**src/rtl/ring_mon_pkg.sv**
```systemverilog
package ring_mon_pkg;

  typedef enum logic [2:0] {
    CAUSE_NONE           = 3'd0,
    CAUSE_RESET_DIRTY    = 3'd1,
    CAUSE_FORCE_MISMATCH = 3'd2,
    CAUSE_WRONG_RAIL     = 3'd3,
    CAUSE_NO_DATA        = 3'd4,
    CAUSE_NO_NULL        = 3'd5,
    CAUSE_BOTH_RAILS     = 3'd6,
    CAUSE_IDLE_DIRTY     = 3'd7
  } cause_e;

  typedef enum logic [1:0] {
    MODE_RESET = 2'd0,
    MODE_FORCE = 2'd1,
    MODE_RUN   = 2'd2,
    MODE_IDLE  = 2'd3
  } mode_e;

  typedef struct packed {
    logic ring_rst;
    logic force0;
    logic force1;
  } ctrl_t;

endpackage

```
**src/rtl/ring_mon_sampler.sv**
```systemverilog
module ring_mon_sampler
  import ring_mon_pkg::*;
#(
  parameter int RAIL_W = 8
) (
  input  logic              clk,
  input  logic              rst_n,
  input  logic [RAIL_W-1:0] rails_i,
  input  ctrl_t             ctrl_i,
  output logic [RAIL_W-1:0] rails_s,
  output ctrl_t             ctrl_s,
  output ctrl_t             ctrl_p,
  output logic              chk_en,
  output mode_e             mode,
  output logic              pol
);

  logic [RAIL_W-1:0] rails_q;
  ctrl_t             ctrl_q, ctrl_pq;
  logic              s_vld_q, p_vld_q;
  logic              armed_q, pol_q;
  logic              armed_d, pol_d;
  logic              one_force;

  assign one_force = ctrl_q.force0 ^ ctrl_q.force1;

  // Track which polarity was injected last; ring reset alone disarms.
  always_comb begin
    armed_d = armed_q;
    pol_d   = pol_q;
    if (s_vld_q) begin
      if (one_force) begin
        armed_d = 1'b1;
        pol_d   = ctrl_q.force1;
      end else if (ctrl_q.ring_rst) begin
        armed_d = 1'b0;
      end
    end
  end

  always_ff @(posedge clk or negedge rst_n) begin
    if (!rst_n) begin
      rails_q <= '0;
      ctrl_q  <= '0;
      ctrl_pq <= '0;
      s_vld_q <= 1'b0;
      p_vld_q <= 1'b0;
      armed_q <= 1'b0;
      pol_q   <= 1'b0;
    end else begin
      rails_q <= rails_i;
      ctrl_q  <= ctrl_i;
      ctrl_pq <= ctrl_q;
      s_vld_q <= 1'b1;
      p_vld_q <= s_vld_q;
      armed_q <= armed_d;
      pol_q   <= pol_d;
    end
  end

  always_comb begin
    if (ctrl_q.ring_rst) begin
      mode = MODE_RESET;
      pol  = 1'b0;
    end else if (one_force) begin
      mode = MODE_FORCE;
      pol  = ctrl_q.force1;
    end else if (armed_q) begin
      mode = MODE_RUN;
      pol  = pol_q;
    end else begin
      mode = MODE_IDLE;
      pol  = 1'b0;
    end
  end

  assign chk_en  = p_vld_q && (ctrl_q == ctrl_pq) &&
                   !(ctrl_q.force0 && ctrl_q.force1);
  assign rails_s = rails_q;
  assign ctrl_s  = ctrl_q;
  assign ctrl_p  = ctrl_pq;

endmodule

```
**src/rtl/ring_mon_rules.sv**
```systemverilog
module ring_mon_rules
  import ring_mon_pkg::*;
#(
  parameter int STAGES     = 4,
  parameter int NULL_STAGE = 1
) (
  input  logic [2*STAGES-1:0] rails,
  input  mode_e               mode,
  input  logic                pol,
  output cause_e              viol
);

  localparam int RAIL_W = 2 * STAGES;

  logic [RAIL_W-1:0] mask0, mask1, pat0, pat1;
  logic [STAGES-1:0] both;
  logic [RAIL_W-1:0] data_m, wrong_m, pat, data_bits;

  for (genvar k = 0; k < STAGES; k++) begin : g_stage
    assign mask0[2*k]   = 1'b1;
    assign mask0[2*k+1] = 1'b0;
    assign mask1[2*k]   = 1'b0;
    assign mask1[2*k+1] = 1'b1;
    assign pat0[2*k]    = (k != NULL_STAGE);
    assign pat0[2*k+1]  = 1'b0;
    assign pat1[2*k]    = 1'b0;
    assign pat1[2*k+1]  = (k != NULL_STAGE);
    assign both[k]      = rails[2*k] & rails[2*k+1];
  end

  assign data_m    = pol ? mask1 : mask0;
  assign wrong_m   = pol ? mask0 : mask1;
  assign pat       = pol ? pat1  : pat0;
  assign data_bits = rails & data_m;

  always_comb begin
    viol = CAUSE_NONE;
    if (|both) begin
      viol = CAUSE_BOTH_RAILS;
    end else begin
      unique case (mode)
        MODE_RESET: if (|rails)         viol = CAUSE_RESET_DIRTY;
        MODE_FORCE: if (rails != pat)   viol = CAUSE_FORCE_MISMATCH;
        MODE_RUN: begin
          if (|(rails & wrong_m))       viol = CAUSE_WRONG_RAIL;
          else if (data_bits == '0)     viol = CAUSE_NO_DATA;
          else if (data_bits == data_m) viol = CAUSE_NO_NULL;
        end
        MODE_IDLE:  if (|rails)         viol = CAUSE_IDLE_DIRTY;
        default:                        viol = CAUSE_NONE;
      endcase
    end
  end

endmodule

```
**src/rtl/ring_mon_status.sv**
```systemverilog
module ring_mon_status
  import ring_mon_pkg::*;
#(
  parameter int CNT_W = 16
) (
  input  logic             clk,
  input  logic             rst_n,
  input  logic             chk_en,
  input  cause_e           viol,
  output logic             err_flag,
  output logic [2:0]       err_cause,
  output logic [CNT_W-1:0] pass_cnt,
  output logic [CNT_W-1:0] fail_at
);

  localparam logic [CNT_W-1:0] CNT_MAX = '1;

  logic             err_q, err_d;
  cause_e           cause_q, cause_d;
  logic [CNT_W-1:0] cnt_q, cnt_d, at_q, at_d;
  logic             cnt_en, latch_en;

  assign cnt_en   = chk_en && (viol == CAUSE_NONE) && (cnt_q != CNT_MAX);
  assign latch_en = chk_en && (viol != CAUSE_NONE) && !err_q;

  always_comb begin
    err_d   = err_q;
    cause_d = cause_q;
    at_d    = at_q;
    cnt_d   = cnt_q;
    if (cnt_en) begin
      cnt_d = cnt_q + 1'b1;
    end
    if (latch_en) begin
      err_d   = 1'b1;
      cause_d = viol;
      at_d    = cnt_q;
    end
  end

  always_ff @(posedge clk or negedge rst_n) begin
    if (!rst_n) begin
      err_q   <= 1'b0;
      cause_q <= CAUSE_NONE;
      cnt_q   <= '0;
      at_q    <= '0;
    end else begin
      err_q   <= err_d;
      cause_q <= cause_d;
      cnt_q   <= cnt_d;
      at_q    <= at_d;
    end
  end

  assign err_flag  = err_q;
  assign err_cause = cause_q;
  assign pass_cnt  = cnt_q;
  assign fail_at   = at_q;

endmodule

```
**src/rtl/ring_wave_monitor.sv**
```systemverilog
module ring_wave_monitor
  import ring_mon_pkg::*;
#(
  parameter int STAGES     = 4,
  parameter int NULL_STAGE = 1,
  parameter int CNT_W      = 16
) (
  input  logic                clk,
  input  logic                rst_n,
  input  logic [2*STAGES-1:0] rails,
  input  logic                ring_rst,
  input  logic                force_d0,
  input  logic                force_d1,
  output logic                err_flag,
  output logic [2:0]          err_cause,
  output logic [CNT_W-1:0]    pass_cnt,
  output logic [CNT_W-1:0]    fail_at
);

  localparam int RAIL_W = 2 * STAGES;

  logic [1:0]        rst_sync_q;
  logic              rst_sync_n;
  ctrl_t             ctrl_in, ctrl_s, ctrl_p;
  logic [RAIL_W-1:0] rails_s;
  logic              chk_en, pol;
  mode_e             mode;
  cause_e            viol;

  always_ff @(posedge clk or negedge rst_n) begin
    if (!rst_n) rst_sync_q <= 2'b00;
    else        rst_sync_q <= {rst_sync_q[0], 1'b1};
  end
  assign rst_sync_n = rst_sync_q[1];

  assign ctrl_in = '{ring_rst: ring_rst, force0: force_d0, force1: force_d1};

  ring_mon_sampler #(.RAIL_W(RAIL_W)) u_sampler (
    .clk     (clk),
    .rst_n   (rst_sync_n),
    .rails_i (rails),
    .ctrl_i  (ctrl_in),
    .rails_s (rails_s),
    .ctrl_s  (ctrl_s),
    .ctrl_p  (ctrl_p),
    .chk_en  (chk_en),
    .mode    (mode),
    .pol     (pol)
  );

  ring_mon_rules #(.STAGES(STAGES), .NULL_STAGE(NULL_STAGE)) u_rules (
    .rails (rails_s),
    .mode  (mode),
    .pol   (pol),
    .viol  (viol)
  );

  ring_mon_status #(.CNT_W(CNT_W)) u_status (
    .clk       (clk),
    .rst_n     (rst_sync_n),
    .chk_en    (chk_en),
    .viol      (viol),
    .err_flag  (err_flag),
    .err_cause (err_cause),
    .pass_cnt  (pass_cnt),
    .fail_at   (fail_at)
  );

endmodule

```
**config.mk**
```make
export PLATFORM = sky130hd
export DESIGN_NAME = ring_wave_monitor
export DESIGN_NICKNAME = d
export VERILOG_FILES = /design/src/rtl/ring_mon_pkg.sv /design/src/rtl/ring_mon_sampler.sv /design/src/rtl/ring_mon_rules.sv /design/src/rtl/ring_mon_status.sv /design/src/rtl/ring_wave_monitor.sv
export SDC_FILE = /design/constraint.sdc
export NUM_CORES = 1
export LEC_CHECK = 0
export BUFFER_PORTS_ARGS = -buffer_cell sky130_fd_sc_hd__buf_2
export CAP_MARGIN = 20
export CORE_UTILIZATION = 50
export CTS_CLUSTER_SIZE = 40
export DETAILED_ROUTE_END_ITERATION = 7
export HOLD_SLACK_MARGIN = 0.05
export PLACE_DENSITY_LB_ADDON = 0.25
export SKIP_CTS_REPAIR_TIMING = 1
export SLEW_MARGIN = 5
export SYNTH_ARGS = -nofsm -noshare
export SYNTH_HDL_FRONTEND = slang
export SYNTH_HIERARCHICAL = 1
export SYNTH_SLANG_ARGS = --single-unit
export TNS_END_PERCENT = 1
```
**constraint.sdc**
```tcl
create_clock -name clk -period 4.4 [get_ports clk]
set_clock_uncertainty 0.1 [all_clocks]
set_input_delay 0.44 -clock clk [delete_from_list [all_inputs] [get_ports clk]]
set_output_delay 0.44 -clock clk [all_outputs]
set_load 0.02 [all_outputs]
```
# Word level (Yosys, flattened, before mapping)
# Index checks and enable logic that the tools add are counted.
# W data, S select, Z words.
# totals
register_bits	56
input_bits	13
output_inout_bits	36
word_cells	69
# classes
n_addsub	1
n_eq_ne	7
mux	19
n_bitwise	7
n_reduce_logical	19
# op_table
op	count
$mux W8	3
$add A16 B1 Y16 const B	1
$and A8 B8 Y8	2
$ne A16 B16 Y1 const B	1
$reduce_or A8 Y1	2
$mux W3	5
$pmux W3 S4	1
$eq A8 B8 Y1	1
$logic_not A8 Y1	1
$ne A8 B8 Y1	1
$logic_and A1 B1 Y1	7
$mux W1	7
$mux W2	3
$and A1 B1 Y1	4
$eq A2 B2 Y1 const B	2
$reduce_and A2 Y1	2
$reduce_or A4 Y1	1
$eq A3 B3 Y1	1
$logic_not A3 Y1	1
$reduce_bool A3 Y1	1
$eq A2 B1 Y1 const B	1
$logic_not A1 Y1	2
$logic_not A2 Y1	1
$reduce_bool A2 Y1	1
$xor A1 B1 Y1	1

# Depth between registers and ports, before layout
# depth
ltp_word	14
mapped_depth	13
ltp_nobuf	11

# Cells and area by module
# The synthesis kept the hierarchy.
# by_module_without_submodules
mod	n_inst	cells_per_inst	area_each_um2	seq_area_each_um2
ring_mon_status	1	116	1681.6	900.9
ring_mon_sampler	1	35	571.8	450.4
ring_mon_rules	1	33	246.5	0.0
ring_wave_monitor	1	3	53.8	50.0

# Worst setup path after synthesis
# Ideal clock, no wire load.
# synth_path
path_kind	reg-to-reg
startpoint	reg u_sampler.ctrl_q (netlist bit u_sampler/ctrl_s[0])
endpoint	reg u_status.at_q[10], in the netlist u_status/fail_at[10]
setup_time_ps	125
t_arrival_ps	3209
required_time_ps	4175
slack_ps	966
path_stages_with_launch	14
n_path_buf	2
period_less_slack_ps	3434
cell_sequence	dfrtp_1 -> ha_1 -> nand3b_1 -> a21oi_1 -> buf_6 -> mux2i_1 -> nor4_2 -> a41oi_1 -> o311ai_1 -> or3_4 -> nand2_2 -> nor2_4 -> buf_6 -> mux2_4
# synth_between
elab_chain_cells	14
elab_cells_between_ends	32
classes_between	eq/ne (6); mux (13); bitwise (3); reduce/logical (10)
# synth_lines
element	line	text
from (decl)	ring_mon_sampler.sv:19	ctrl_t ctrl_q, ctrl_pq;
from (signal assigned)	ring_mon_sampler.sv:52	ctrl_q <= ctrl_i;
$xor A1 B1 Y1 *	ring_mon_sampler.sv:25	assign one_force = ctrl_q.force0 ^ ctrl_q.force1;
via u_sampler.one_force	ring_mon_sampler.sv:23	logic one_force;
$mux W1 *	ring_mon_sampler.sv:65	end else if (one_force) begin
$mux W1 *	ring_mon_sampler.sv:62	if (ctrl_q.ring_rst) begin
via pol	ring_wave_monitor.sv:26	logic chk_en, pol;
$mux W8	ring_mon_rules.sv:31	assign data_m = pol ? mask1 : mask0;
$and A8 B8 Y8	ring_mon_rules.sv:34	assign data_bits = rails & data_m;
$eq A8 B8 Y1	ring_mon_rules.sv:47	else if (data_bits == data_m) viol = CAUSE_NO_NULL;
$mux W3	ring_mon_rules.sv:47	
$mux W3	ring_mon_rules.sv:46	else if (data_bits == '0) viol = CAUSE_NO_DATA;
$mux W3 *	ring_mon_rules.sv:45	if (|(rails & wrong_m)) viol = CAUSE_WRONG_RAIL;
$pmux W3 S4 *	ring_mon_rules.sv:41	unique case (mode)
$mux W3 *	ring_mon_rules.sv:38	if (|both) begin
via viol[2]	ring_wave_monitor.sv:28	cause_e viol;
$reduce_bool A3 Y1 *	ring_mon_status.sv:24	assign latch_en = chk_en && (viol != CAUSE_NONE) && !err_q;
$logic_and A1 B1 Y1 * (2 in series)	ring_mon_status.sv:24	
to (signal assigned)	ring_mon_status.sv:51	at_q <= at_d;
to (decl)	ring_mon_status.sv:20	logic [CNT_W-1:0] cnt_q, cnt_d, at_q, at_d;
# Mark *: on every way through the listed nets, which the timed path passes. The rest lies on a longest branch.
# A chain may end at the register's enable or synchronous reset.

# Worst setup path after layout
# layout_path
startpoint	reg u_sampler.ctrl_q (netlist bit u_sampler/ctrl_s[0])
endpoint	reg u_status.at_q[15], in the netlist u_status/fail_at[15]
# Same word-level chain as after synthesis.

==> impl_metrics.ini <==
[critical_path]
crit_type = reg2reg
r2r_cells = 12
cp_max_fo = 19
crit_required_ns = 4.50
cp-end-kind = register
reg2reg_to = u_status/fail_at[15]
critPathArrivalTime_ns = 4.02
r2r_slack_ns = 0.47
r2r_start = u_sampler/ctrl_s[0]
critPathLaunchType = register

[floorplanning]
dieHeight_um = 73.47
ios = 49
die-area_um2 = 5397
coreArea_um2 = 4817
fp.dieW_um = 73.47
start_util = 0.5301
fp-row-count = 25

[drt]
dr.pass1.iters = 4
wirelength_mm = 4.283
detail_route.wl_per_cell_um = 13.86
drc = 0
dr_total_vias = 1619
detail-route-antenna-nets = 0
vias_per_cell = 5.239
drt-initial-drc-count = 56

[timing]
finalCriticalPeriod_ns = 3.928
setup_viol = 0
rsz0062_at_grt = no
timing.final.max_slew_violations = 0
max_freq_ghz = 0.2546
setup_tns_ns = 0
final.period_utilization = 0.8928
max_slew_margin = 0.4723
finalHoldViolations = 0
worstMarginPinSlew_ns = 0.7872
fin_ws_ns = 0.4719

[synthesis]
synth.most_common_cell = dfrtp_1
synth_top_cell_by_area = dfrtp_1
synthCells = 187
synth_area_leaders = dfrtp_1 55%, mux2_4 6.5%, xor2_1 5.1%
ys_seq_elements = 56
synth_area_per_cell_um2 = 13.66
synth.top_cell.area_share = 0.5488
syn_nets = 202
yosys_warnings = 6
ys_top_cells_by_count = 56 x dfrtp_1, 15 x xor2_1, 11 x mux2_4, 11 x nand2_1, 10 x mux2_2
synth_cell_types = 51
synth_top_flop_cell = dfrtp_1
async_reset_ff_frac = 1.000
synth_edf_count = 0
netlist_area_um2 = 2554
ys_seq_area_frac = 0.5488

[hold_path]
min_from = force_d0
holdCritPathClass = in2reg
holdPathStages = 1
min_to = u_sampler/ctrl_s[1]

[run]
maxCapViolations = 0

[cells_and_area]
fillers = 424
syn_to_final_growth_pct = 15.58
drive_gt1_frac = 0.3926
nets = 257
instances_no_fill = 309
antenna-diode-count = 0

[place]
hpwl_mm = 3.054
placed_cells = 301
pre_cts_ws_ns = 0.4843
gp_congestion = 0.7982
port_buffers = 48

[clock_tree]
numClockSinks = 56
cts_inserted_buffers = 5
cts.htree.levels = 2
cts_tree = yes
clk_latency_ns = 0.30
cts_root_buf = clkbuf_8
cts.path.max_buffers = 2
clk_pin_slew_ns = 0.09

[status]
status = finished, final reports clean

[global_route]
grt-ovfl-total = 0
grt_max_degree = 55
track_usage = 0.1795
grt_pass1_vias = 1584
grt_pass1_wl_mm = 7.251
grt_antenna_before_repair = 0

[power]
cellPowerDensity_nw_per_um2 = 317.0
peakVddDrop_mv = 0.3234
power_leakage_nw = 1.475
-- stage by stage --
step / power (W) / area [um^2] / hold slack [ns] / utilization
finish: 0.0009357 / 2952 / 0.1395 / 0.6127
global route: 0.0009832 / 2952 / 0.1158 / 0.6127
detailed placement: 0.0006873 / 2864 / 0.1277 / 0.5945
CTS: 0.0009510 / 2942 / -0.2119 / 0.6106
global placement: 0.0006859 / 2864 / 0.1269 / 0.5945
floorplan: 0.0006510 / 2554 / 0.04441 / -
-- state kept, by name, summed over array words and instances, names as in the netlist, 2 cells and up --
register	cells
u_status/fail_at	16
u_status/pass_cnt	16
u_sampler/rails_s	8
u_status/err_cause	3
u_sampler/ctrl_p	3
rst_sync_q	2
u_sampler/ctrl_s	3
-- cells by family after synthesis --
group	after synthesis	share of synthesized area
AO/OA/AOI/OAI	19	0.05537
adder cells (fa/ha/maj)	2	0.009798
other	2	0.002941
multiplexers	25	0.1245
AND/OR/NAND/NOR	62	0.1891
flip-flops	56	0.5487
XOR/XNOR	16	0.05488
buffers and inverters	5	0.01470
-- power by group --
part           leakage [nW]  switching, W  internal (W)
clock network        0.0410      0.000150      0.000109
registers             0.726     0.0000241      0.000542
logic                 0.709     0.0000637     0.0000474
total                  1.48      0.000238      0.000698
-- worst max-delay path, stage by stage, from the launching register on --
cell      delay [ns]
dfrtp_1         0.44
ha_1            0.38
nand3b_1        0.18
a21oi_1         0.15
buf_4           0.19
mux2i_1         0.11
nor4_2          0.33
o31ai_1         0.10
a21boi_0        0.51
or3_4           0.27
nand2_2         0.08
nor2_4          0.57
mux2_2          0.41
-- area by class of cell --
cell class	instances	area, um^2	share of cell area
sequential	56	1403	0.4752
multi-input combinational	126	1115	0.3777
clock inverter	1	5.005	0.001696
clock buffer	6	72.57	0.02459
tap	67	83.83	0.02840
inverter	2	7.507	0.002543
timing repair buffer	51	265.3	0.08987
-- placed cells by master, fill, tap and decap left out, types with 4 or more instances in the layout --
master / count
nor4_2: 6
xor2_1: 15
nand2_1: 11
mux2_4: 11
mux2_2: 10
nand4_1: 5
buf_2: 48
mux2i_1: 4
nor2_1: 7
dfrtp_1: 55
clkbuf_8: 5
nor3_1: 4
-- worst max-delay path by stage --
stage                              startpoint                   end  slack [ns]  cells past startpoint
final                     u_sampler/ctrl_s[0]  u_status/fail_at[15]        0.47                     12
after detailed placement  u_sampler/ctrl_s[0]  u_status/fail_at[15]        0.48                     12
after floorplan           u_sampler/ctrl_s[0]  u_status/fail_at[10]        0.97                     13
after CTS                 u_sampler/ctrl_s[0]  u_status/fail_at[15]        0.48                     12
after global routing      u_sampler/ctrl_s[0]  u_status/fail_at[15]        0.23                     11
after global placement    u_sampler/ctrl_s[0]  u_status/fail_at[15]        0.64                     12
-- layer usage --
| layer | vias to the layer above | wire [um] | track usage |
|---|---|---|---|
| met4 | 0 | 66 | 0.07479 |
| met3 | 6 | 166 | 0.04527 |
| met1 | 778 | 2105 | 0.2364 |
| li1 | 792 | - | - |
| met2 | 43 | 1944 | 0.2834 |
| met5 | - | 0 | 0 |
No activity file was read; power rests on OpenSTA's default activity.
